==> config.mk <==
export PLATFORM = sky130hd
export DESIGN_NAME = cyc_mon_unit
export DESIGN_NICKNAME = d
export VERILOG_FILES = /design/src/rtl/cyc_mon_pkg.sv /design/src/rtl/cyc_mon_decode.sv /design/src/rtl/cyc_mon_enables.sv /design/src/rtl/cyc_mon_counter.sv /design/src/rtl/cyc_mon_unit.sv
export SDC_FILE = /design/constraint.sdc
export NUM_CORES = 1
export LEC_CHECK = 0
export BUFFER_PORTS_ARGS = -buffer_cell sky130_fd_sc_hd__buf_2
export CAP_MARGIN = 25
export CORE_MARGIN = 1.5
export CORE_UTILIZATION = 38
export DETAILED_ROUTE_END_ITERATION = 8
export PLACE_DENSITY = 0.67
export SYNTH_ARGS = -nofsm -noshare
export SYNTH_HDL_FRONTEND = slang
export SYNTH_SLANG_ARGS = --single-unit
==> constraint.sdc <==
create_clock -name clk -period 4.15 [get_ports clk]
set_input_delay 0.6225 -clock clk [delete_from_list [all_inputs] [get_ports clk]]
set_output_delay 0.6225 -clock clk [all_outputs]
set_load 0.05 [all_outputs]
==> src/rtl/cyc_mon_pkg.sv <==
package cyc_mon_pkg;

   typedef enum logic [2:0] {
      REG_CTRL  = 3'd0,
      REG_CSET  = 3'd1,
      REG_CCLR  = 3'd2,
      REG_UACC  = 3'd3,
      REG_COUNT = 3'd4
   } reg_sel_e;

   localparam int unsigned CTRL_GEN_BIT = 0;
   localparam int unsigned CTRL_RST_BIT = 2;
   localparam int unsigned CEN_BIT      = 31;
   localparam int unsigned UACC_BIT     = 0;
   localparam int unsigned MIN_ADDR_W   = 3;
   localparam int unsigned MIN_DATA_W   = 32;

   typedef struct packed {
      logic ctrl;
      logic cset;
      logic cclr;
      logic uacc;
      logic count;
   } reg_hit_t;

endpackage

==> src/rtl/cyc_mon_decode.sv <==
module cyc_mon_decode
   import cyc_mon_pkg::*;
#(
   parameter int unsigned ADDR_W = 3
) (
   input  logic              bus_wr,
   input  logic              bus_rd,
   input  logic [ADDR_W-1:0] bus_addr,
   input  logic              bus_priv,
   input  logic              uacc_en,
   output reg_hit_t          wr_hit,
   output reg_hit_t          rd_hit,
   output logic              rd_denied
);

   localparam logic [ADDR_W-1:0] A_CTRL  = ADDR_W'(REG_CTRL);
   localparam logic [ADDR_W-1:0] A_CSET  = ADDR_W'(REG_CSET);
   localparam logic [ADDR_W-1:0] A_CCLR  = ADDR_W'(REG_CCLR);
   localparam logic [ADDR_W-1:0] A_UACC  = ADDR_W'(REG_UACC);
   localparam logic [ADDR_W-1:0] A_COUNT = ADDR_W'(REG_COUNT);

   logic     allowed;
   reg_hit_t sel;

   assign allowed = bus_priv | uacc_en;

   always_comb begin
      sel       = '0;
      sel.ctrl  = (bus_addr == A_CTRL);
      sel.cset  = (bus_addr == A_CSET);
      sel.cclr  = (bus_addr == A_CCLR);
      sel.uacc  = (bus_addr == A_UACC);
      sel.count = (bus_addr == A_COUNT);
   end

   always_comb begin
      wr_hit       = '0;
      wr_hit.ctrl  = bus_wr & allowed & sel.ctrl;
      wr_hit.cset  = bus_wr & allowed & sel.cset;
      wr_hit.cclr  = bus_wr & allowed & sel.cclr;
      wr_hit.uacc  = bus_wr & bus_priv & sel.uacc;
      wr_hit.count = bus_wr & allowed & sel.count;
   end

   always_comb begin
      rd_hit = '0;
      if (bus_rd && allowed) begin
         rd_hit = sel;
      end
   end

   assign rd_denied = bus_rd & ~allowed;


   uacc_wr_priv_chk: assert property (@(posedge wr_hit.uacc) bus_priv)
      else $error("UACC written without privilege");


   denied_wr_none_chk: assert final ((bus_priv || uacc_en) || (wr_hit == '0))
      else $error("denied write produced a strobe");

endmodule

==> src/rtl/cyc_mon_enables.sv <==
module cyc_mon_enables
   import cyc_mon_pkg::*;
#(
   parameter int unsigned DATA_W = 32
) (
   input  logic              clk,
   input  logic              rst_n,
   input  reg_hit_t          wr_hit,
   input  logic [DATA_W-1:0] wdata,
   output logic              gen_q,
   output logic              cen_q,
   output logic              uacc_q,
   output logic              cnt_clr
);

   logic gen_d, cen_d, uacc_d;

   always_comb begin
      gen_d  = gen_q;
      cen_d  = cen_q;
      uacc_d = uacc_q;
      if (wr_hit.ctrl) begin
         gen_d = wdata[CTRL_GEN_BIT];
      end
      if (wr_hit.cset && wdata[CEN_BIT]) begin
         cen_d = 1'b1;
      end
      if (wr_hit.cclr && wdata[CEN_BIT]) begin
         cen_d = 1'b0;
      end
      if (wr_hit.uacc) begin
         uacc_d = wdata[UACC_BIT];
      end
   end

   always_ff @(posedge clk or negedge rst_n) begin
      if (!rst_n) begin
         gen_q  <= 1'b0;
         cen_q  <= 1'b0;
         uacc_q <= 1'b0;
      end else begin
         gen_q  <= gen_d;
         cen_q  <= cen_d;
         uacc_q <= uacc_d;
      end
   end

   assign cnt_clr = wr_hit.ctrl & wdata[CTRL_RST_BIT];


   cen_set_chk: assert property (@(posedge clk) disable iff (!rst_n)
      (wr_hit.cset && wdata[CEN_BIT]) |=> cen_q)
      else $error("enable not set");


   cen_clr_chk: assert property (@(posedge clk) disable iff (!rst_n)
      (wr_hit.cclr && wdata[CEN_BIT]) |=> !cen_q)
      else $error("enable not cleared");


   cen_keep_chk: assert property (@(posedge clk) disable iff (!rst_n)
      (!(wr_hit.cset && wdata[CEN_BIT]) && !(wr_hit.cclr && wdata[CEN_BIT])) |=> $stable(cen_q))
      else $error("enable changed without a 1 in its bit");

endmodule

==> src/rtl/cyc_mon_counter.sv <==
module cyc_mon_counter #(
   parameter int unsigned CNT_W = 32
) (
   input  logic             clk,
   input  logic             rst_n,
   input  logic             run,
   input  logic             clr,
   input  logic             ld,
   input  logic [CNT_W-1:0] ld_val,
   output logic [CNT_W-1:0] cnt_q
);

   localparam logic [CNT_W-1:0] ONE = CNT_W'(1);

   logic [CNT_W-1:0] cnt_d;

   always_comb begin
      cnt_d = cnt_q;
      if (clr) begin
         cnt_d = '0;
      end else if (ld) begin
         cnt_d = ld_val;
      end else if (run) begin
         cnt_d = cnt_q + ONE;
      end
   end

   always_ff @(posedge clk or negedge rst_n) begin
      if (!rst_n) begin
         cnt_q <= '0;
      end else begin
         cnt_q <= cnt_d;
      end
   end


   step_one_chk: assert property (@(posedge clk) disable iff (!rst_n)
      (run && !clr && !ld) |=> (cnt_q == $past(cnt_q) + ONE))
      else $error("counter did not step by one");


   hold_chk: assert property (@(posedge clk) disable iff (!rst_n)
      (!run && !clr && !ld) |=> $stable(cnt_q))
      else $error("counter moved while stopped");


   clear_chk: assert property (@(posedge clk) disable iff (!rst_n)
      clr |=> (cnt_q == '0))
      else $error("counter not cleared");


   load_chk: assert property (@(posedge clk) disable iff (!rst_n)
      (ld && !clr) |=> (cnt_q == $past(ld_val)))
      else $error("counter not loaded");

endmodule

==> src/rtl/cyc_mon_unit.sv <==
module cyc_mon_unit
   import cyc_mon_pkg::*;
#(
   parameter int unsigned ADDR_W = 3,
   parameter int unsigned DATA_W = 32,
   parameter int unsigned CNT_W  = 32,
   parameter bit          RD_REG = 1'b1
) (
   input  logic              clk,
   input  logic              rst_n,
   input  logic              bus_wr,
   input  logic              bus_rd,
   input  logic [ADDR_W-1:0] bus_addr,
   input  logic [DATA_W-1:0] bus_wdata,
   input  logic              bus_priv,
   output logic [DATA_W-1:0] bus_rdata,
   output logic              bus_err
);

   localparam logic [DATA_W-1:0] EN_MASK = DATA_W'(1) << CEN_BIT;

   if (ADDR_W < MIN_ADDR_W) begin : g_bad_addr
      initial $fatal(1, "ADDR_W too small for the register map");
   end
   if (DATA_W < MIN_DATA_W) begin : g_bad_data
      initial $fatal(1, "DATA_W must hold bit 31");
   end
   if (CNT_W > DATA_W || CNT_W < 2) begin : g_bad_cnt
      initial $fatal(1, "CNT_W out of range");
   end

   reg_hit_t          wr_hit, rd_hit;
   logic              rd_denied;
   logic              gen_q, cen_q, uacc_q, cnt_clr;
   logic [CNT_W-1:0]  cnt_q;
   logic [DATA_W-1:0] rd_mux;

   cyc_mon_decode #(.ADDR_W(ADDR_W)) u_decode (
      .bus_wr   (bus_wr),
      .bus_rd   (bus_rd),
      .bus_addr (bus_addr),
      .bus_priv (bus_priv),
      .uacc_en  (uacc_q),
      .wr_hit   (wr_hit),
      .rd_hit   (rd_hit),
      .rd_denied(rd_denied)
   );

   cyc_mon_enables #(.DATA_W(DATA_W)) u_enables (
      .clk    (clk),
      .rst_n  (rst_n),
      .wr_hit (wr_hit),
      .wdata  (bus_wdata),
      .gen_q  (gen_q),
      .cen_q  (cen_q),
      .uacc_q (uacc_q),
      .cnt_clr(cnt_clr)
   );

   cyc_mon_counter #(.CNT_W(CNT_W)) u_counter (
      .clk   (clk),
      .rst_n (rst_n),
      .run   (gen_q & cen_q),
      .clr   (cnt_clr),
      .ld    (wr_hit.count),
      .ld_val(bus_wdata[CNT_W-1:0]),
      .cnt_q (cnt_q)
   );

   always_comb begin
      rd_mux = '0;
      unique case (1'b1)
         rd_hit.ctrl:  rd_mux[CTRL_GEN_BIT] = gen_q;
         rd_hit.cset:  rd_mux = cen_q ? EN_MASK : '0;
         rd_hit.cclr:  rd_mux = cen_q ? EN_MASK : '0;
         rd_hit.uacc:  rd_mux[UACC_BIT] = uacc_q;
         rd_hit.count: rd_mux = DATA_W'(cnt_q);
         default:      rd_mux = '0;
      endcase
   end

   if (RD_REG) begin : g_rd_reg
      logic [DATA_W-1:0] rdata_q;
      logic              err_q;

      always_ff @(posedge clk or negedge rst_n) begin
         if (!rst_n) begin
            rdata_q <= '0;
            err_q   <= 1'b0;
         end else if (bus_rd) begin
            rdata_q <= rd_mux;
            err_q   <= rd_denied;
         end else begin
            err_q   <= 1'b0;
         end
      end

      assign bus_rdata = rdata_q;
      assign bus_err   = err_q;


      deny_rd_chk: assert property (@(posedge clk) disable iff (!rst_n)
         (bus_rd && !bus_priv && !uacc_q) |=> (bus_err && bus_rdata == '0))
         else $error("denied read not flagged");


      priv_rd_ok_chk: assert property (@(posedge clk) disable iff (!rst_n)
         (bus_rd && bus_priv) |=> !bus_err)
         else $error("error on permitted read");


      rst_bit_zero_chk: assert property (@(posedge clk) disable iff (!rst_n)
         (bus_rd && bus_addr == ADDR_W'(REG_CTRL)) |=> !bus_rdata[CTRL_RST_BIT])
         else $error("reset bit read back as 1");
   end else begin : g_rd_comb
      assign bus_rdata = rd_mux;
      assign bus_err   = rd_denied;
   end


   deny_wr_chk: assert property (@(posedge clk) disable iff (!rst_n)
      (bus_wr && !bus_priv && !uacc_q) |=> ($stable(gen_q) && $stable(cen_q) && $stable(uacc_q)))
      else $error("denied write changed state");


   uacc_priv_chk: assert property (@(posedge clk) disable iff (!rst_n)
      (bus_wr && !bus_priv) |=> $stable(uacc_q))
      else $error("unprivileged write changed UACC");


   gen_gate_chk: assert property (@(posedge clk) disable iff (!rst_n)
      (!gen_q && !wr_hit.count && !cnt_clr) |=> $stable(cnt_q))
      else $error("counter moved with global enable off");

endmodule

==> metrics.md <==
| Metric | Value |
|---|---|
| Sw Share | 0.311 |
| Clock tree buffer depth | 2 |
| Avg Cell Area, Syn | approximately 9 um^2 |
| Reg2reg start | u_enables.uacc_q |
| Minimum clock period | 2.30 ns |
| Clock Skew | 0.00974 ns |
| Clock latency on the worst-skew pair | 0.34 ns |
| Vias in the first global route | between 2,000 and 3,000 |
| Post-Syn Area | between 3000 and 4000 um^2 |
| Largest area contributor in the netlist | dfrtp_1 |
| Final period util | 0.553 |
| Post-CTS Setup Bufs | 0 |
| Crit-path cells | nor2_1, nor3_1, nand3_1, o21ai_0, a21oi_1 |
| Seq/Total Area, Yosys | 0.512 |
| Slew HR | 0.389 |
| R2R depth | 5 |
| Synth Warn # | 0 |
| Max Cap Violations | 0 |
| Final hold vios | 0 |
| Crit Path Category | reg2reg |
| Max Clock Freq | roughly 0.44 GHz |
| Routed Antenna Nets | 0 |
| 1st-pass router iterations | 4 |
| Dpl hpwl | around 5.3 mm |
| RSZ-0062 raised after global routing | false |
| # nets final | between 400 and 500 |
| Post-synth top area share | 0.512 |
| Crit path capture type | flop |
| Routed WL per cell | 14.3 um |
| Ant diodes | 0 |
| Internal power | around 1.4 mW |
| Comb pwr share | 0.187 |
| Setup slack, reg-to-reg | about 1.9 ns |
| Reg2Reg Capture Point | u_counter.cnt_q[13] |
| Finished Layout Cells | approximately 550 |
| CTS Sinks | just under 70 |
| Synth Net Count | slightly above 400 |
| H-tree levels | 3 |
| Vias per cell | a little over 5 |
| Total Power | 1.99 mW |
| GRT Overall Usage | 0.181 |
| Sum Neg Setup Slack | 0 ns |
| Total Wirelength | between 7 and 8 mm |
| Routed vias | approximately 2,700 |
| Largest net degree at the start of global routing | 65 |
| DP Cell Count | 528 |
| Worst vdd ir | 0.208 mV |
| Area grow syn2layout | 22.8% |
| Ys flop type | dfrtp_1 |
| Lkg Pwr | 1.82 nW |
| GPL Wtd Cong | between 0.8 and 0.9 |
| Initial drt markers | about 100 |
| Portion of total power attributed to sequential cells | 0.471 |
| Share of cells above drive strength 1 | 0.234 |
| Die area | approximately 9300 um^2 |
| Core area | approximately 8300 um^2 |
| CTS tree | done |
| DRC | 0 |
| # resized after CTS | 0 |
| Worst hold slack | 0.258 ns |
| CTS Hold Buffers Added | 0 |
| I/O Buffers | 72 |
| Num ports | 73 |
| Reg clk slew, reported paths | about 0.080 ns |
| Fin util | 0.489 |
| Cell Rows | 33 |
| CP max FO | 27 |
| PD cells | 488 nW/um^2 |
| Effective utilization at floorplan | 0.398 |
| Yosys cell types | 34 |
| Die W | just under 100 um |
| Final setup viols | 0 |
| Yosys reg bits | 68 |
| Crit path DAT | about 2.5 ns |
| Initial antenna violation count | 0 |
| Grt total ovfl | 0 |
| Slew Viols, Final | 0 |
| Switching power | around 620 uW |
| Ys async rst share | 1.00 |
| Least-Margin Pin Slew | approximately 0.91 ns |
| CP max stage cell | nand3_1 |
| Synth area leaders | dfrtp_1, o21ai_0, xor2_1 |
| Clock Power Share | 0.342 |
| Required time of the critical path | roughly 4.3 ns |
| Die Y-Extent | approximately 97 um |
| Root buf cell | clkbuf_8 |
| Hold Path Class | in2async |
| First-pass GRT wire length | ~13 mm |
| Post-synth EDFFs | 0 |
| Largest stage delay on the critical path | around 0.80 ns |
| Post-synthesis instance total | around 360 |
| Total CTS buffers | 9 |
| Run status | finished, final reports clean |
| Nature of the critical path startpoint | flop |
==> state kept, by name (all words and copies together), names as in the netlist <==
register and cells:
u_enables.gen_q 1, bus_rdata 32, bus_err 1, u_enables.cen_q 1, u_counter.cnt_q 32, u_enables.uacc_q 1
==> area by class of cell <==
class / count / area [um^2]
Tap cell: 105 / 131
Sequential cell: 68 / 1700
Timing Repair Buffer: 76 / 430
Inverter: 37 / 139
Clock buffer: 12 / 155
Clock inverter: 4 / 95.1
Multi-Input combinational cell: 243 / 1430
Fill cell: 835 / 4260
==> synth_stat cells (2+ instances only) <==
| cell type | n |
|---|---|
| nand4_1 | 13 |
| and3_1 | 2 |
| xnor2_1 | 9 |
| inv_1 | 37 |
| nor2_1 | 14 |
| xor2_1 | 23 |
| nand4b_1 | 2 |
| nor4_2 | 2 |
| a211oi_1 | 5 |
| dfrtp_1 | 68 |
| o21ai_0 | 57 |
| clkbuf_1 | 16 |
| nand3_1 | 13 |
| a21oi_1 | 28 |
| nor4_1 | 3 |
| nor3_1 | 4 |
| mux2_2 | 3 |
| nand2_1 | 48 |
| mux2i_1 | 2 |
==> power by group through the flow <==
stage,sequential (mW),clock (mW),combinational (mW)
after global placement,0.941,0,0.360
after detailed placement,0.946,0,0.370
final,0.938,0.681,0.371
after floorplan,0.969,0,0.222
after global routing,0.958,0.727,0.414
after CTS,0.935,0.692,0.372
==> how the worst max path moves through the flow <==
stage	start	endpoint	slack (ns)	cells after the start
4_1_cts	u_enables.uacc_q	u_counter.cnt_q[13]	1.82	5
6_report	u_enables.uacc_q	u_counter.cnt_q[13]	1.85	5
2_1_floorplan	bus_addr[1]	u_counter.cnt_q[17]	2.21	6
3_3_place_gp	bus_addr[0]	u_counter.cnt_q[27]	1.61	5
5_1_grt	u_enables.uacc_q	u_counter.cnt_q[27]	1.58	5
3_5_place_dp	bus_addr[0]	u_counter.cnt_q[27]	1.48	5
==> metrics by stage <==
step,area [um^2],setup slack (ns)
finish,4080,1.85
floorplan,3320,2.21
global route,4080,1.58
CTS,4050,1.82
global placement,3770,1.61
detailed placement,3800,1.48
==> critical path, delay by kind of cell, from the launching register on <==
| kind | cells | cell delay [ns] |
|---|---|---|
| DFF | 1 | 0.38 |
| and+or+nand+nor | 3 | 1.34 |
| AOI/OAI and AO/OA | 2 | 0.42 |
==> logic make-up (layout without fill, tap and decap cells) <==
| family | Yosys count | count (layout) | synth area share |
|---|---|---|---|
| and+or+nand+nor | 113 | 113 | 0.180 |
| xor gates and xnor gates | 32 | 32 | 0.0844 |
| AOI/OAI and AO/OA | 92 | 92 | 0.144 |
| buffers and inverters | 53 | 129 | 0.0599 |
| adders and majority gates | 1 | 1 | 0.00377 |
| muxes | 5 | 5 | 0.0162 |
| DFF | 68 | 68 | 0.512 |
==> metal layers <==
| layer | part of all wire | track usage | up-vias |
|---|---|---|---|
| li1 | - | - | 1379 |
| met1 | 0.48 | 0.253 | 1291 |
| met2 | 0.45 | 0.278 | 66 |
| met3 | 0.053 | 0.0313 | 8 |
| met4 | 0.013 | 0.0737 | 0 |
| met5 | 0 | 0 | - |
==> cell usage in the layout (no fill, tap or decap), types with 2 or more instances in the layout <==
master / instances
and3_1: 2
nor4_1: 3
mux2_2: 3
nand4_1: 13
xor2_1: 23
buf_4: 2
a211oi_1: 5
nand4b_1: 2
nand2_1: 48
inv_1: 37
nor2_1: 14
buf_16: 2
nor4_2: 2
mux2i_1: 2
xnor2_1: 9
bufinv_16: 3
a21oi_1: 28
o21ai_0: 57
nand3_1: 12
dfrtp_1: 68
buf_2: 72
nor3_1: 4
clkbuf_8: 11
No activity file was read; power rests on OpenSTA's default activity.
